File: src/rtl/i2c_bit_engine.sv
module i2c_bit_engine #(
  parameter int PW         = 9,
  parameter int MIN_PERIOD = 28,
  parameter int MAX_PERIOD = 256,
  parameter int HOLD_CYC   = 3
) (
  input  logic          clk,
  input  logic          rst_n,
  input  logic [PW-1:0] period_i,
  input  logic          cmd_valid_i,
  input  logic [1:0]    cmd_op_i,
  input  logic          cmd_bit_i,
  output logic          busy_o,
  output logic          done_o,
  output logic          rdata_o,
  input  logic          scl_i,
  input  logic          sda_i,
  output logic          scl_pd_o,
  output logic          sda_pd_o
);
  localparam int CW = PW + 1;
  localparam logic [1:0] OP_START = 2'd0;
  localparam logic [1:0] OP_WRITE = 2'd1;
  localparam logic [1:0] OP_READ  = 2'd2;
  localparam logic [1:0] OP_STOP  = 2'd3;

  typedef enum logic [2:0] {
    S_IDLE, S_FREE, S_SHOLD, S_DHOLD, S_SETUP, S_HIGH, S_RHIGH, S_PHIGH
  } state_t;

  state_t        state;
  logic [1:0]    op_q;
  logic          bit_q, owned;
  logic          scl_m, scl_s, sda_m, sda_s;
  logic [CW-1:0] per_ext, per, half, low_t, lim, cnt;
  logic          gated, tick, last, take;

  assign per_ext = {1'b0, period_i};
  assign per = (per_ext < CW'(MIN_PERIOD)) ? CW'(MIN_PERIOD) :
               (per_ext > CW'(MAX_PERIOD)) ? CW'(MAX_PERIOD) : per_ext;
  assign half  = per >> 1;
  assign low_t = per - half;

  always_comb begin
    case (state)
      S_FREE, S_SHOLD: lim = half - CW'(1);
      S_DHOLD:         lim = CW'(HOLD_CYC);
      S_SETUP:         lim = low_t - CW'(HOLD_CYC);
      S_HIGH:          lim = half - CW'(2);
      S_RHIGH:         lim = per - CW'(2);
      S_PHIGH:         lim = half;
      default:         lim = CW'(1);
    endcase
  end

  // high phases and the bus-free wait advance only while SCL is seen high
  assign gated  = (state == S_FREE) || (state == S_HIGH) ||
                  (state == S_RHIGH) || (state == S_PHIGH);
  assign tick   = !gated || scl_s;
  assign last   = (state != S_IDLE) && tick && (cnt == lim - CW'(1));
  assign take   = (state == S_IDLE) && cmd_valid_i && (owned || cmd_op_i == OP_START);
  assign busy_o = (state != S_IDLE);

  always_ff @(posedge clk or negedge rst_n) begin
    if (!rst_n) begin
      scl_m <= 1'b1;
      scl_s <= 1'b1;
      sda_m <= 1'b1;
      sda_s <= 1'b1;
    end else begin
      scl_m <= scl_i;
      scl_s <= scl_m;
      sda_m <= sda_i;
      sda_s <= sda_m;
    end
  end

  always_ff @(posedge clk or negedge rst_n) begin
    if (!rst_n) cnt <= '0;
    else if (state == S_IDLE || last) cnt <= '0;
    else if (tick) cnt <= cnt + CW'(1);
  end

  always_ff @(posedge clk or negedge rst_n) begin
    if (!rst_n) begin
      state    <= S_IDLE;
      op_q     <= OP_START;
      bit_q    <= 1'b0;
      owned    <= 1'b0;
      done_o   <= 1'b0;
      rdata_o  <= 1'b0;
      scl_pd_o <= 1'b0;
      sda_pd_o <= 1'b0;
    end else begin
      done_o <= 1'b0;
      if (state == S_HIGH && op_q == OP_READ && scl_s && cnt == (lim >> 1))
        rdata_o <= sda_s;
      case (state)
        S_IDLE: if (take) begin
          op_q  <= cmd_op_i;
          bit_q <= cmd_bit_i;
          state <= owned ? S_DHOLD : S_FREE;
        end
        S_FREE: if (last) begin
          sda_pd_o <= 1'b1;
          state    <= S_SHOLD;
        end
        S_SHOLD: if (last) begin
          scl_pd_o <= 1'b1;
          owned    <= 1'b1;
          done_o   <= 1'b1;
          state    <= S_IDLE;
        end
        S_DHOLD: if (last) begin
          case (op_q)
            OP_WRITE: sda_pd_o <= !bit_q;
            OP_STOP:  sda_pd_o <= 1'b1;
            default:  sda_pd_o <= 1'b0;
          endcase
          state <= S_SETUP;
        end
        S_SETUP: if (last) begin
          scl_pd_o <= 1'b0;
          state    <= (op_q == OP_START) ? S_RHIGH :
                      (op_q == OP_STOP)  ? S_PHIGH : S_HIGH;
        end
        S_HIGH: if (last) begin
          scl_pd_o <= 1'b1;
          done_o   <= 1'b1;
          state    <= S_IDLE;
        end
        S_RHIGH: if (last) begin
          sda_pd_o <= 1'b1;
          state    <= S_SHOLD;
        end
        S_PHIGH: if (last) begin
          sda_pd_o <= 1'b0;
          owned    <= 1'b0;
          done_o   <= 1'b1;
          state    <= S_IDLE;
        end
        default: state <= S_IDLE;
      endcase
    end
  end
endmodule

File: config.mk
export PLATFORM = sky130hd
export DESIGN_NAME = i2c_bit_engine
export DESIGN_NICKNAME = d
export VERILOG_FILES = /design/src/rtl/i2c_bit_engine.sv
export SDC_FILE = /design/constraint.sdc
export NUM_CORES = 1
export LEC_CHECK = 0
export BUFFER_PORTS_ARGS = -buffer_cell sky130_fd_sc_hd__buf_2
export CELL_PAD_IN_SITES_DETAIL_PLACEMENT = 0
export CELL_PAD_IN_SITES_GLOBAL_PLACEMENT = 1
export CORE_MARGIN = 4
export CORE_UTILIZATION = 45
export CTS_CLUSTER_SIZE = 40
export DETAILED_ROUTE_END_ITERATION = 8
export PLACE_DENSITY = 0.89
export REMOVE_ABC_BUFFERS = 1
export SYNTH_ARGS = -nofsm -noshare
export SYNTH_HDL_FRONTEND = slang
export SYNTH_SLANG_ARGS = --single-unit
File: constraint.sdc
create_clock -name clk -period 5.3 [get_ports clk]
set_clock_uncertainty 0.1 [all_clocks]
set_input_delay 0.53 -clock clk [delete_from_list [all_inputs] [get_ports clk]]
set_output_delay 0.53 -clock clk [all_outputs]
set_load 0.02 [all_outputs]
# ---- Word-level counts from Yosys, hierarchy flattened
# Index checks and enable logic that the tools add are counted.
dict set report word_totals {
  romBits 0
  word_cells 97
  memories 0
  out_inout_bits 5
  latchBits 0
  ramBits 0
  reg_bits 25
}
dict set report op_classes {
  reduce_logical 32
  addsub 7
  bitwise_logic 0
  eq_ne 20
  shift 0
  n_lt_le_gt_ge 2
  n_mul 0
  muxes 23
  div 0
}
# op count
set ops {}
lappend ops {{10-bit one-hot mux with 6 select lines} 1}
lappend ops {{10-bit 2-to-1 mux} 2}
lappend ops {{9-bit 2-to-1 mux} 2}
lappend ops {{3-bit 2-to-1 mux} 5}
lappend ops {{3-bit one-hot mux with 5 select lines} 1}
lappend ops {{3-bit equality test, second input constant} 4}
lappend ops {{10-bit by 1-bit adder with 10-bit output, second input constant} 1}
lappend ops {{10-bit equality test} 1}
lappend ops {{10-bit by 9-bit equality test with 1-bit output} 1}
lappend ops {{2-bit inequality test, second input constant} 5}
lappend ops {{10-bit by 1-bit subtractor with 10-bit output, second input constant} 1}
lappend ops {{10-bit by 2-bit subtractor with 10-bit output, second input constant} 1}
lappend ops {{9-bit by 2-bit subtractor with 10-bit output, second input constant} 1}
lappend ops {{9-bit by 8-bit subtractor with 10-bit output} 1}
lappend ops {{9-bit greater-than comparator, second input constant} 1}
lappend ops {{9-bit by 5-bit less-than comparator with 1-bit output, second input constant} 1}
lappend ops {{8-bit by 1-bit subtractor with 9-bit output, second input constant} 1}
lappend ops {{8-bit by 2-bit subtractor with 9-bit output, second input constant} 1}
lappend ops {{1-bit logical AND} 7}
lappend ops {{3-bit by 2-bit equality test with 1-bit output, second input constant} 2}
lappend ops {{1-bit logical OR} 6}
lappend ops {{2-bit 2-to-1 mux} 3}
lappend ops {{2-bit by 1-bit inequality test with 1-bit output, second input constant} 3}
lappend ops {{1-bit one-hot mux with 2 select lines} 3}
lappend ops {{other kinds (16)} 29}

# ---- Logic depth before layout (Yosys ltp)
dict set report logic_depth {
  word_depth 11
  mapped_depth 21
}

# ---- Worst setup path before layout
# OpenSTA, ideal clock, no wires.
dict set report synth_timing {
  path_kind {input -> register}
  startpoint {input port period_i[5]}
  endpoint {register sda_pd_o}
  setup_ps 87
  setup_slack_ps 491
  stages 17
  arrival_ps 4623
  cell_sequence {nor4_4 -> a21oi_1 -> inv_1 -> ha_1 -> maj3_1 -> a22oi_1 -> o21ai_0 -> a21oi_1 -> ha_1 -> o221ai_1 -> nor2_2 -> nand3_1 -> or3_4 -> a2111oi_4 -> o211ai_2 -> or4b_1 -> o211ai_1}
}
dict set report synth_between {
  elab_chain_len 11
  elab_cells_between_ends 17
}
# item line_no
set synth_rtl {}
lappend synth_rtl {{from (decl)} 9} ;# input logic [PW-1:0] period_i,
lappend synth_rtl {{9-bit greater-than comparator} 40} ;# (per_ext > CW'(MAX_PERIOD)) ? CW'(MAX_PERIOD) : per_ext;
lappend synth_rtl {{9-bit 2-to-1 mux} 40}
lappend synth_rtl {{9-bit 2-to-1 mux *} 39} ;# assign per = (per_ext < CW'(MIN_PERIOD)) ? CW'(MIN_PERIOD) :
lappend synth_rtl {{9-bit by 8-bit subtractor with 10-bit output} 42} ;# assign low_t = per - half;
lappend synth_rtl {{10-bit by 2-bit subtractor with 10-bit output} 48} ;# S_SETUP: lim = low_t - CW'(HOLD_CYC);
lappend synth_rtl {{10-bit one-hot mux with 6 select lines *} 45} ;# case (state)
lappend synth_rtl {{10-bit by 1-bit subtractor with 10-bit output *} 60} ;# assign last = (state != S_IDLE) && tick && (cnt == lim - CW'(1));
lappend synth_rtl {{10-bit equality test *} 60}
lappend synth_rtl {{1-bit logical AND *} 60}
lappend synth_rtl {{2-bit inequality test (no line) / 2-bit by 1-bit inequality test with 1-bit output (equally long branches)} -}
lappend synth_rtl {{4-bit AND reduction (no line) *} -}
lappend synth_rtl {{to (signal assigned)} 116} ;# OP_WRITE: sda_pd_o <= !bit_q;
lappend synth_rtl {{to (decl)} 19} ;# output logic sda_pd_o
# Mark *: on every way between the ends. The rest lies on a longest branch, timed or not.
# A chain may end at the register's enable or synchronous reset.

# ---- Worst setup path after layout
dict set report layout_timing {
  startpoint {input port period_i[5]}
  endpoint {register owned}
}
dict set report layout_between {
  elab_chain_len 11
  elab_cells_between_ends 16
}
# item line_no
set layout_rtl {}
lappend layout_rtl {{9-bit greater-than comparator} 40}
lappend layout_rtl {{9-bit 2-to-1 mux} 40}
lappend layout_rtl {{9-bit 2-to-1 mux *} 39}
lappend layout_rtl {{9-bit by 8-bit subtractor with 10-bit output} 42}
lappend layout_rtl {{10-bit by 2-bit subtractor with 10-bit output} 48}
lappend layout_rtl {{10-bit one-hot mux with 6 select lines *} 45}
lappend layout_rtl {{10-bit by 1-bit subtractor with 10-bit output *} 60}
lappend layout_rtl {{10-bit equality test *} 60}
lappend layout_rtl {{1-bit logical AND *} 60}
lappend layout_rtl {{2-bit inequality test (no line)} -}
lappend layout_rtl {{3-bit AND reduction (no line) *} -}
lappend layout_rtl {{to (signal assigned)} 89} ;# owned <= 1'b0;
lappend layout_rtl {{to (signal assigned)} 110} ;# owned <= 1'b1;
lappend layout_rtl {{to (signal assigned)} 138} ;# owned <= 1'b0;
lappend layout_rtl {{to (decl)} 33} ;# logic bit_q, owned;
# Marked as above.

==> run metrics <==
normalized max-slew margin 55.05%; fin. max-slew vios 0; Die Height 92.02 um; clock share of power 7.9%; register clock-pin slew on the reported worst setup and hold paths 0.08 ns; syn avg cell area 7.962 um^2; clk_lat worst skew 0.26 ns; Wirelength per Cell 16.44 um; global route total overflow 0; Post-synth top flop dfrtp_1; die area 8468 um^2; Reg power frac 22.1%; Crit path max-delay family compound AO/OA/AOI/OAI gates; vias in the first global route 2,966; Synth cell types 69; Slowest-stage cell, CP fa_1; Vias/cell 5.918; Worst EP required 5.35 ns; status complete, no violations; power per cell area 394.5 nW/um^2; sequential share of the synthesized area 19.85%; TNS Setup 0 ns; hold crit path type input port to async pin; critical path fanouts, max 6; # port buffers 21; RSZ-0062 raised after global routing no; synthesized flop and latch total 25; post-synth design cell area 3177 um^2; top register by number of flip-flops cnt; critical-path cell list buf_2 -> nor4_4 -> a21oi_1 -> inv_1 -> ha_1 -> inv_1 -> ha_1 -> inv_1 -> fa_1 -> o21ai_0 -> o221ai_1 -> o221ai_1 -> nor2_2 -> nand3_1 -> or3_4 -> a2111oi_4 -> o211ai_1 -> buf_4 -> a211o_1; yosys warns 0; num ports 22; DIE WIDTH 92.02 um; Crit path top cell by count inv_1; Synth async-reset ratio 100.0%; hold_buf cts 0; root buf cell clkbuf_8; Starting Density 46.50%; Gates resized, CTS repair 0; # diodes 0; placed instance count 509; Logic pwr share 70.0%; kind of critical path input port to flop; final hold vios 0; largest net degree at the start of global routing 30; Largest regs cnt: 10 flops, state: 3 flops, op_q: 2 flops; Final HPWL DP 6732 um; row count 30; Clock Tree Buf Depth 2; Mapped Cells 399; Int Power 669.1 uW; first-pass GRT wire length 14,550 um; First-pass DRT Iterations 4; fmax 0.2010 GHz; switching share of total power 51.04%; TritonCTS clock tree built; Overall Global Routing Usage 20.90%; CP bufs+invs 5; post-route clock period utilization 93.88%; via count 3,042; Sink Count 25; Cell Area, Placed 3411 um^2; Final setup violation count 0; crit-path max cell delay 0.48 ns; # H-tree levels 1; drt drc 0; CP Launch Type input port; Final Worst Setup Slack 0.3244 ns; synth top area cells dfrtp_1 (17%), ha_1 (11%), xnor2_1 (5.5%), inv_1 (4.0%), nand2_1 (3.8%); Period minus WS final 4.976 ns; Worst IR Drop VDD 0.2740 mV; Post-CTS Setup Bufs 0; cell area after layout 3463 um^2; area share of the largest cell type after synthesis 16.54%; GPL Wtd Cong 0.8952; initial antenna violation count 1; post-layout util 50.70%; layout cells sized above 1 14.35%; crit path from period_i[5]; DR iter-0 viols 205; number of flops mapped to enable cells by yosys 0; slew of the pin with the lowest slew margin 0.6742 ns; Critical Path Sink Type flop; pre-CTS WS 0.1494 ns; TritonCTS Buffers 3; final wirelength 8452 um; Nets 467; max reg flops 10; Area growth syn-to-layout 9.019%; non-filler cells, final 514; Crit path arrival time 5.03 ns; post-synth top area cell dfrtp_1; Max Cap Viol 0; Worst R2R Start state[2]; Psw 697.4 uW; core area 6832 um^2; Static Leakage 0.001516 uW; ANT nets after route 0
[cell type report]
cell class	instances	area (um^2)
flip-flops and latches	25	630.6
multi-input cells	321	2345
fillers	677	3368
well taps	96	120.1
repair buffers	32	187.7
clock buffers	4	45.04
inverters	36	135.1
[cell usage in the layout (no fill, tap or decap), types with 5 or more instances in the layout]
cell type / n
inv_1: 34
nand2_1: 32
nor2_1: 30
ha_1: 29
o21ai_0: 22
dfrtp_1: 21
buf_2: 21
xnor2_1: 20
a21oi_1: 20
xor2_1: 13
nand3_1: 11
and3_1: 11
nor3_1: 11
buf_4: 11
nor2b_1: 7
nand4_1: 7
a21o_1: 5
a211o_1: 5
o31ai_1: 5
o211ai_1: 5
nor4_1: 5
[metrics by stage]
| stage | power (uW) | hold WS [ns] |
|---|---|---|
| 3_3_place_gp | 1241 | 0.2467 |
| 3_5_place_dp | 1250 | 0.2479 |
| 4_1_cts | 1363 | 0.1560 |
| 2_1_floorplan | 988.6 | 0.1344 |
| 6_report | 1366 | 0.1378 |
| 5_1_grt | 1504 | 0.1646 |
[synthesized netlist by cell type (all sizes together) (3+ instances only)]
library cell,instances
a211oi,3
a21boi,4
xnor2,20
mux2i,3
nor3,11
nor2b,7
o22a,3
nand2,32
a211o,5
and3,11
dfstp,4
xor2,13
nor4,6
o31a,3
a21oi,21
a221oi,4
nand3,11
mux2,4
inv,35
o21ai,22
o221ai,3
o22ai,4
buf,3
o2111ai,4
a31oi,3
nand4,7
o31ai,5
nand2b,4
dfrtp,21
o211ai,6
clkbuf,14
nor2,32
nand4b,3
a21o,5
ha,29
[power by group through the flow]
stage / Clock (uW) / Sequential [uW] / Combinational (uW)
floorplan: 0 / 319 / 669
global placement: 0 / 305 / 935
detailed placement: 0 / 306 / 944
CTS: 112 / 302 / 950
global route: 121 / 312 / 1070
finish: 108 / 302 / 956
[layer usage]
layer / wire, um / vias to the layer above / global-route usage, %
met5: 13 / - / 0
met4: 157 / 2 / 6.559
li1: - / 1488 / -
met1: 4005 / 1431 / 29.66
met3: 473 / 19 / 2.461
met2: 3802 / 102 / 33.09
[cell families (layout without fill, tap and decap cells)]
kind of cell / Yosys count / in the layout / share of synthesized area (%)
buffers and inverters: 53 / 72 / 6.341
and+or+nand+nor: 140 / 140 / 23.59
DFF: 25 / 25 / 19.85
muxes: 7 / 7 / 2.363
xor gates and xnor gates: 33 / 33 / 9.098
adders and majority gates: 32 / 32 / 13.00
AOI/OAI and AO/OA: 109 / 109 / 25.76
[final timing paths]
check	end	slack, ns	depth (start not counted)
min	cnt[7]	0.14	1
min reg2reg	scl_s	0.26	0
max	owned	0.32	19
max reg2reg	owned	1.04	13
min in group clk	sda_m	0.26	1
max in group asynchronous	scl_s	4.59	1
[worst reg2reg max path, cell delays in order (launching register included)]
cell and delay [ns]:
dfrtp_1 0.78, and2_1 0.32, a211o_1 0.17, a21oi_1 0.04, o22ai_1 0.35, ha_1 0.29
o221ai_1 0.24, nor2_2 0.25, nand3_1 0.11, or3_4 0.37, a2111oi_4 0.39, o211ai_1 0.26
buf_4 0.22, a211o_1 0.27
(Power assumes the default switching activity.)
